## config.mk

```make
export PLATFORM = sky130hd
export DESIGN_NAME = cas_unit
export DESIGN_NICKNAME = d
export VERILOG_FILES = /design/src/rtl/cas_pkg.sv /design/src/rtl/cas_seq.sv /design/src/rtl/cas_dpath.sv /design/src/rtl/cas_unit.sv
export SDC_FILE = /design/constraint.sdc
export NUM_CORES = 1
export LEC_CHECK = 0
export BUFFER_PORTS_ARGS = -buffer_cell sky130_fd_sc_hd__clkbuf_2
export CAP_MARGIN = 30
export CORE_AREA = 2 2 121 123
export CTS_CLUSTER_DIAMETER = 30
export DETAILED_ROUTE_END_ITERATION = 12
export DIE_AREA = 0 0 123 125
export GPL_TIMING_DRIVEN = 0
export HOLD_SLACK_MARGIN = 0.03
export PLACE_DENSITY = 0.8
export SYNTH_ARGS = -nofsm -noshare
export SYNTH_HDL_FRONTEND = slang
export SYNTH_SLANG_ARGS = --single-unit
```

## constraint.sdc

```tcl
create_clock -name clk -period 1.3 [get_ports clk]
set_input_delay 0.195 -clock clk [delete_from_list [all_inputs] [get_ports clk]]
set_output_delay 0.195 -clock clk [all_outputs]
set_load 0.05 [all_outputs]
```

## src/rtl/cas_pkg.sv

```systemverilog
package cas_pkg;

    typedef enum logic [2:0] {
        ST_IDLE  = 3'd0,
        ST_LOCK  = 3'd1,
        ST_READ  = 3'd2,
        ST_CMP   = 3'd3,
        ST_WRITE = 3'd4,
        ST_RESP  = 3'd5
    } cas_state_e;

    typedef struct packed {
        cas_state_e st;
        logic       done;
        logic       fault;
    } cas_seq_s;

endpackage

```

## src/rtl/cas_seq.sv

```systemverilog
module cas_seq
    import cas_pkg::*;
(
    input  logic       clk,
    input  logic       rst_n,
    input  logic       req_valid,
    input  logic       addr_bad,
    input  logic       match,
    input  logic       mem_ack,
    output cas_state_e state,
    output logic       done,
    output logic       fault,
    output logic       load_en,
    output logic       cap_en
);

    cas_seq_s seq_d, seq_q;

    always_comb begin
        seq_d   = seq_q;
        load_en = 1'b0;
        cap_en  = 1'b0;
        case (seq_q.st)
            ST_IDLE: begin
                if (req_valid) begin
                    load_en     = 1'b1;
                    seq_d.done  = 1'b0;
                    seq_d.fault = addr_bad;
                    seq_d.st    = addr_bad ? ST_RESP : ST_LOCK;
                end
            end
            ST_LOCK:  seq_d.st = ST_READ;
            ST_READ: begin
                if (mem_ack) begin
                    cap_en   = 1'b1;
                    seq_d.st = ST_CMP;
                end
            end
            ST_CMP:   seq_d.st = match ? ST_WRITE : ST_RESP;
            ST_WRITE: begin
                if (mem_ack) begin
                    seq_d.done = 1'b1;
                    seq_d.st   = ST_RESP;
                end
            end
            ST_RESP:  seq_d.st = ST_IDLE;
            default:  seq_d.st = ST_IDLE;
        endcase
    end

    always_ff @(posedge clk or negedge rst_n) begin
        if (!rst_n) begin
            seq_q <= '{st: ST_IDLE, done: 1'b0, fault: 1'b0};
        end else begin
            seq_q <= seq_d;
        end
    end

    assign state = seq_q.st;
    assign done  = seq_q.done;
    assign fault = seq_q.fault;

endmodule

```

## src/rtl/cas_dpath.sv

```systemverilog
module cas_dpath #(
    parameter int AW = 32,
    parameter int DW = 32
) (
    input  logic          clk,
    input  logic          rst_n,
    input  logic          load_en,
    input  logic          cap_en,
    input  logic [AW-1:0] req_addr,
    input  logic [DW-1:0] req_expect,
    input  logic [DW-1:0] req_swap,
    input  logic [DW-1:0] mem_rdata,
    output logic [AW-1:0] addr_q,
    output logic [DW-1:0] swap_q,
    output logic [DW-1:0] sample_q,
    output logic          match,
    output logic          addr_bad
);

    localparam int OFS_W = (DW / 8 > 1) ? $clog2(DW / 8) : 1;

    typedef struct packed {
        logic [AW-1:0] addr;
        logic [DW-1:0] expv;
        logic [DW-1:0] swap;
        logic [DW-1:0] sample;
    } dp_s;

    dp_s dp_d, dp_q;

    always_comb begin
        dp_d = dp_q;
        if (load_en) begin
            dp_d.addr   = req_addr;
            dp_d.expv   = req_expect;
            dp_d.swap   = req_swap;
            dp_d.sample = '0;
        end else if (cap_en) begin
            dp_d.sample = mem_rdata;
        end
    end

    always_ff @(posedge clk or negedge rst_n) begin
        if (!rst_n) begin
            dp_q <= '0;
        end else begin
            dp_q <= dp_d;
        end
    end

    assign addr_bad = |req_addr[OFS_W-1:0];
    assign match    = (dp_q.sample == dp_q.expv);
    assign addr_q   = dp_q.addr;
    assign swap_q   = dp_q.swap;
    assign sample_q = dp_q.sample;

endmodule

```

## src/rtl/cas_unit.sv

```systemverilog
module cas_unit
    import cas_pkg::*;
#(
    parameter int AW = 32,
    parameter int DW = 32
) (
    input  logic          clk,
    input  logic          rst_n,
    input  logic          req_valid,
    output logic          req_ready,
    input  logic [AW-1:0] req_addr,
    input  logic [DW-1:0] req_expect,
    input  logic [DW-1:0] req_swap,
    output logic          rsp_valid,
    output logic [DW-1:0] rsp_sample,
    output logic          rsp_done,
    output logic          rsp_fault,
    output logic          mem_lock,
    output logic          mem_req,
    output logic          mem_we,
    output logic [AW-1:0] mem_addr,
    output logic [DW-1:0] mem_wdata,
    input  logic          mem_ack,
    input  logic [DW-1:0] mem_rdata
);

    cas_state_e state;
    logic       done, fault, load_en, cap_en, match, addr_bad;
    logic       take;

    assign take = req_valid && req_ready;

    cas_seq u_seq (
        .clk       (clk),
        .rst_n     (rst_n),
        .req_valid (req_valid),
        .addr_bad  (addr_bad),
        .match     (match),
        .mem_ack   (mem_ack),
        .state     (state),
        .done      (done),
        .fault     (fault),
        .load_en   (load_en),
        .cap_en    (cap_en)
    );

    cas_dpath #(.AW(AW), .DW(DW)) u_dpath (
        .clk        (clk),
        .rst_n      (rst_n),
        .load_en    (load_en && take),
        .cap_en     (cap_en),
        .req_addr   (req_addr),
        .req_expect (req_expect),
        .req_swap   (req_swap),
        .mem_rdata  (mem_rdata),
        .addr_q     (mem_addr),
        .swap_q     (mem_wdata),
        .sample_q   (rsp_sample),
        .match      (match),
        .addr_bad   (addr_bad)
    );

    always_comb begin
        req_ready = (state == ST_IDLE);
        mem_lock  = (state == ST_LOCK) || (state == ST_READ) ||
                    (state == ST_CMP)  || (state == ST_WRITE);
        mem_req   = (state == ST_READ) || (state == ST_WRITE);
        mem_we    = (state == ST_WRITE);
        rsp_valid = (state == ST_RESP);
        rsp_done  = rsp_valid && done;
        rsp_fault = rsp_valid && fault;
    end

endmodule

```

==> results of run 1 <==
kinds of logic after synthesis:
family                 count (synthesis)  synth area share
XOR/XNOR                              35            0.0492
flip-flops                           133             0.534
multiplexers                           1           0.00161
buffers and inverters                130             0.144
AO/OA/AOI/OAI                         38            0.0309
AND/OR/NAND/NOR                      382             0.241
layer usage:
layer	global-route usage	GRT overflow
met1	0.842	1
met2	1.02	242
met3	0.703	4
met4	0.969	161
met5	0.220	4
repair_timing:
| action | CTS |
|---|---|
| setup endpoints to repair | 234 |
| buffers inserted | 66 |
| endpoints found under the hold margin | 261 |
| hold buffers | 129 |
| gates resized for setup | 539 |
| pin swaps | 96 |
| gates cloned | 18 |
through the flow:
step / setup slack, ps / util / hold slack [ps] / area [sq um]
2_1_floorplan: -354 / - / -101 / 6340
3_3_place_gp: -2100 / 0.545 / 388 / 7740
3_5_place_dp: -770 / 0.549 / 14.2 / 7800
4_1_cts: -397 / 0.920 / 86.4 / 13100
==> impl_metrics.py, run 1 <==
metrics = {
    "grt": {
        "grt-ovfl-total": 412,
        "antenna_found_initial": 4,
        "grt_usage": 0.867,
        "grt_start_max_net_pins": 67,
    },
    "logic_synthesis": {
        "syn_area_sq_mm": 0.00623,
        "yosysMostFrequentCell": "nand2_1",
        "synth_top_area_frac": 0.534,
        "synth_area_per_cell_sq_um": 8.67,
        "synth-async-reset-ratio": 1.00,
        "netlist_instances": 719,
        "synth_edf_count": 0,
        "yosys.area.top_type": "dfrtp_1",
        "yosysSeqAreaShare": 0.534,
        "synth.top_cells.by_count": "356 x nand2_1, 133 x dfrtp_1, 101 x buf_4",
        "synth_nets": 851,
        "synthDistinctLibCells": 24,
        "synth.area.top_cells": "dfrtp_1 53%, nand2_1 21%, buf_4 12%, xor2_1 4.5%, o21ai_0 2.6%",
        "synth_warnings": 0,
        "synth_flop_cell": "dfrtp_1",
        "synth_seq_cells": 133,
    },
    "place": {
        "gp_congestion": 0.796,
        "dp.cells": 1139,
        "portBuffers": 234,
        "dpl.hpwl_um": 11900,
    },
    "clock_tree": {
        "clkSinkCount": 133,
        "cts_buffers": 17,
        "cts_root_buf": "clkbuf_16",
        "cts.path.max_buffers": 2,
        "htreeDepth": 4,
    },
    "floorplanning": {
        "die-height_um": 125,
        "num_rows": 44,
        "dieWidth_um": 123,
        "initial_core_util": 0.439,
        "pin_count": 235,
    },
    "timing": {
        "postGrtWorstEndpoint": "mem_lock",
        "worstEpCategory": "output port",
    },
    "run_status": {
        "status": "aborted with a tool error",
        "haltStage": "global routing",
        "error": "[ERROR GRT-0232] Routing congestion too high. Check the congestion heatmap in the GUI.",
    },
}
==> run 2, diff against run 1 <==
Settings changed: CORE_AREA 2 2 121 123 to 2 2 128 130, CTS_CLUSTER_DIAMETER 30 to not set, DIE_AREA 0 0 123 125 to 0 0 130 132, HOLD_SLACK_MARGIN 0.03 to not set, PLACE_DENSITY 0.8 to not set, PLACE_DENSITY_LB_ADDON set to 0.15.
Clock period 1.3 ns to 1.7 ns, I/O delays scaled along.
==> impl_metrics.py, run 2 <==
metrics = {
    "run_status": {
        "status": "finished, final reports clean",
    },
    "floorplanning": {
        "die_area_sq_mm": 0.0172,
        "dieWidth_um": 130,
        "die-height_um": 132,
        "initial_core_util": 0.397,
        "num_rows": 46,
        "pin_count": 235,
        "coreArea_sq_mm": 0.0157,
    },
    "power": {
        "pwr-share-clk": 0.180,
        "p_seq_frac": 0.285,
        "power_w": 0.0192,
        "intPower_w": 0.0102,
        "p_comb_frac": 0.536,
        "p_leak_nw": 4.91,
        "p_sw_w": 0.00899,
        "peakVddDrop_mv": 0.843,
        "p_sw_frac": 0.469,
        "p_per_area_mw_per_mm2": 2240,
    },
    "grt": {
        "grt_pass1_wl_um": 25500,
        "grt_start_max_net_pins": 99,
        "grt-ovfl-total": 0,
        "grt_pass1_vias": 5032,
        "grt_usage": 0.192,
        "antenna_found_initial": 0,
    },
    "logic_synthesis": {
        "yosys.area.top_type": "dfrtp_1",
        "synth_area_per_cell_sq_um": 8.67,
        "synth_flop_cell": "dfrtp_1",
        "synth.top_cells.by_count": "356 x nand2_1, 133 x dfrtp_1, 101 x buf_4",
        "synth-async-reset-ratio": 1.00,
        "netlist_instances": 719,
        "yosysMostFrequentCell": "nand2_1",
        "synth_top_area_frac": 0.534,
        "synth_edf_count": 0,
        "synth_warnings": 0,
        "synth_nets": 851,
        "yosysSeqAreaShare": 0.534,
        "synthDistinctLibCells": 24,
        "synth.area.top_cells": "dfrtp_1 53%, nand2_1 21%, buf_4 12%, xor2_1 4.5%, o21ai_0 2.6%",
        "syn_area_sq_mm": 0.00623,
        "synth_seq_cells": 133,
    },
    "critical_path": {
        "ff2ff_path_depth": 7,
        "crit_type": "flip-flop to output pin",
        "endpoint_kind": "output pin",
        "start_kind": "flip-flop",
        "max_stage_delay_ps": 410,
        "cp_slowest_cell": "dfrtp_2",
        "timing.critical_path.cells": "buf_8, and3_4, and2_4, clkbuf_16",
        "worstReg2RegStart": "u_seq.state[1]",
        "r2r_slack_ps": 80,
        "rr_endpoint": "u_dpath.sample_q[0]",
        "cp.required_ps": 1440,
        "critPathMaxFanout": 5,
        "worstPathArrival_ps": 1430,
    },
    "hold_path": {
        "hold_path_end": "u_dpath.swap_q[7]",
        "worstHoldPathCells": 3,
        "hold_class": "input pin to flip-flop",
        "min-delay-start": "req_swap[7]",
    },
    "final_layout": {
        "drive_gt1_frac": 0.419,
        "final_common_cell": "nand2_1",
        "syn2layout_area_growth_pct": 37.0,
        "diodes": 0,
        "final_cell_mix": "355 x nand2_1, 227 x clkbuf_2, 132 x dfrtp_1",
        "final_nets": 1119,
        "fin_area_sq_mm": 0.00854,
    },
    "routing": {
        "antenna_left": 0,
        "drc": 0,
        "drt-initial-drc-count": 230,
        "wl_um": 16300,
        "vias": 5175,
        "drt_pre_antenna_iters": 5,
        "wire_per_inst_um": 13.4,
        "viasPerCell": 4.26,
    },
    "clock_tree": {
        "clkSinkCount": 133,
        "clock_latency_ps": 410,
        "cts_root_buf": "clkbuf_16",
        "cts.path.max_buffers": 2,
        "cts_tree": "yes",
        "htreeDepth": 4,
        "cts.clk_slew.worst_paths_ps": 60,
        "cts_buffers": 17,
    },
    "timing": {
        "max_slew_margin": 0.646,
        "rsz0062_at_grt": "yes",
        "fmax_mhz": 592,
        "skew_ps": 5.44,
        "hold_ws_ps": 27.9,
        "tightest_slew_ps": 531,
        "period_share": 0.993,
        "fin_ws_ps": 11.2,
        "finalHoldViolCount": 0,
        "period_minus_slack_ps": 1690,
        "setup_viol": 0,
        "drv_slew": 0,
    },
    "place": {
        "gp_congestion": 0.779,
        "placed_cell_area_sq_mm": 0.00774,
        "dpl.hpwl_um": 11900,
        "dp_slack_ps": -242,
        "portBuffers": 234,
    },
    "flow_run": {
        "drv_cap": 0,
    },
}
[run 2: area by class of cell]
type / instances / area [sq um]
Buffer: 129 / 927
Timing Repair Buffer: 249 / 1390
Tap cell: 216 / 270
Clock buffer: 19 / 453
Clock inverter: 13 / 109
Inverter: 1 / 6.26
Multi-Input combinational cell: 456 / 2060
Sequential cell: 133 / 3330
Fill cell: 1549 / 7170
[run 2: routing by layer]
| metal | routed length [um] | vias to the layer above | GRT usage |
|---|---|---|---|
| met3 | 1220 | 24 | 0.0576 |
| li1 | - | 2654 | - |
| met5 | 0 | - | 0 |
| met2 | 7360 | 184 | 0.300 |
| met4 | 293 | 0 | 0.0693 |
| met1 | 7390 | 2313 | 0.254 |
[run 2: repair_timing]
action                                 CTS  global route
pin swaps                                3             2
gates resized for setup                 28            13
cloned                                   0             0
setup buffers                           13             0
setup endpoints to repair              129            20
hold buffers                             1             0
endpoints found under the hold margin   35             0
[run 2: per-stage QoR]
| stage | TNS, ps | std cells | util |
|---|---|---|---|
| 6_report | 0 | 1216 | 0.543 |
| 5_1_grt | -173 | 1216 | 0.543 |
| 4_1_cts | -27.6 | 1216 | 0.542 |
| 3_5_place_dp | -10740 | 1170 | 0.492 |
| 3_3_place_gp | -270110 | 1169 | 0.490 |
| 2_1_floorplan | -229 | 719 | - |
[run 2: critical path: cells and delay by family (launching register included)]
kind,cells,cell delay (ps)
buffers and inverters,2,290
and+or+nand+nor,2,330
DFF,1,410
[run 2: power groups by stage]
stage | clock [W] | combinational, W | sequential [W]
after CTS | 0.00355 | 0.0103 | 0.00546
after global routing | 0.00368 | 0.0111 | 0.00561
after floorplan | 0 | 0.00783 | 0.00530
after detailed placement | 0 | 0.00986 | 0.00551
final | 0.00345 | 0.0103 | 0.00545
after global placement | 0 | 0.00979 | 0.00547
[run 2: worst max-delay path by stage]
stage | from | end | slack (ps) | cells past startpoint
after global placement | rst_n | u_dpath.sample_q[16] | -1960 | 1
after global routing | u_seq.state[1] | rsp_done | -50 | 5
after CTS | u_seq.state[2] | rsp_done | -20 | 4
after detailed placement | u_seq.state[1] | u_dpath.sample_q[25] | -240 | 5
final | u_seq.state[2] | rsp_done | 10 | 4
after floorplan | u_seq.state[2] | mem_lock | -80 | 2
[run 2: cells by family after synthesis]
family,count (synthesis),share of synthesized area
xor gates and xnor gates,35,0.0492
buffers and inverters,130,0.144
AOI/OAI and AO/OA,38,0.0309
DFF,133,0.534
and+or+nand+nor,382,0.241
muxes,1,0.00161
(Power assumes the default switching activity.)
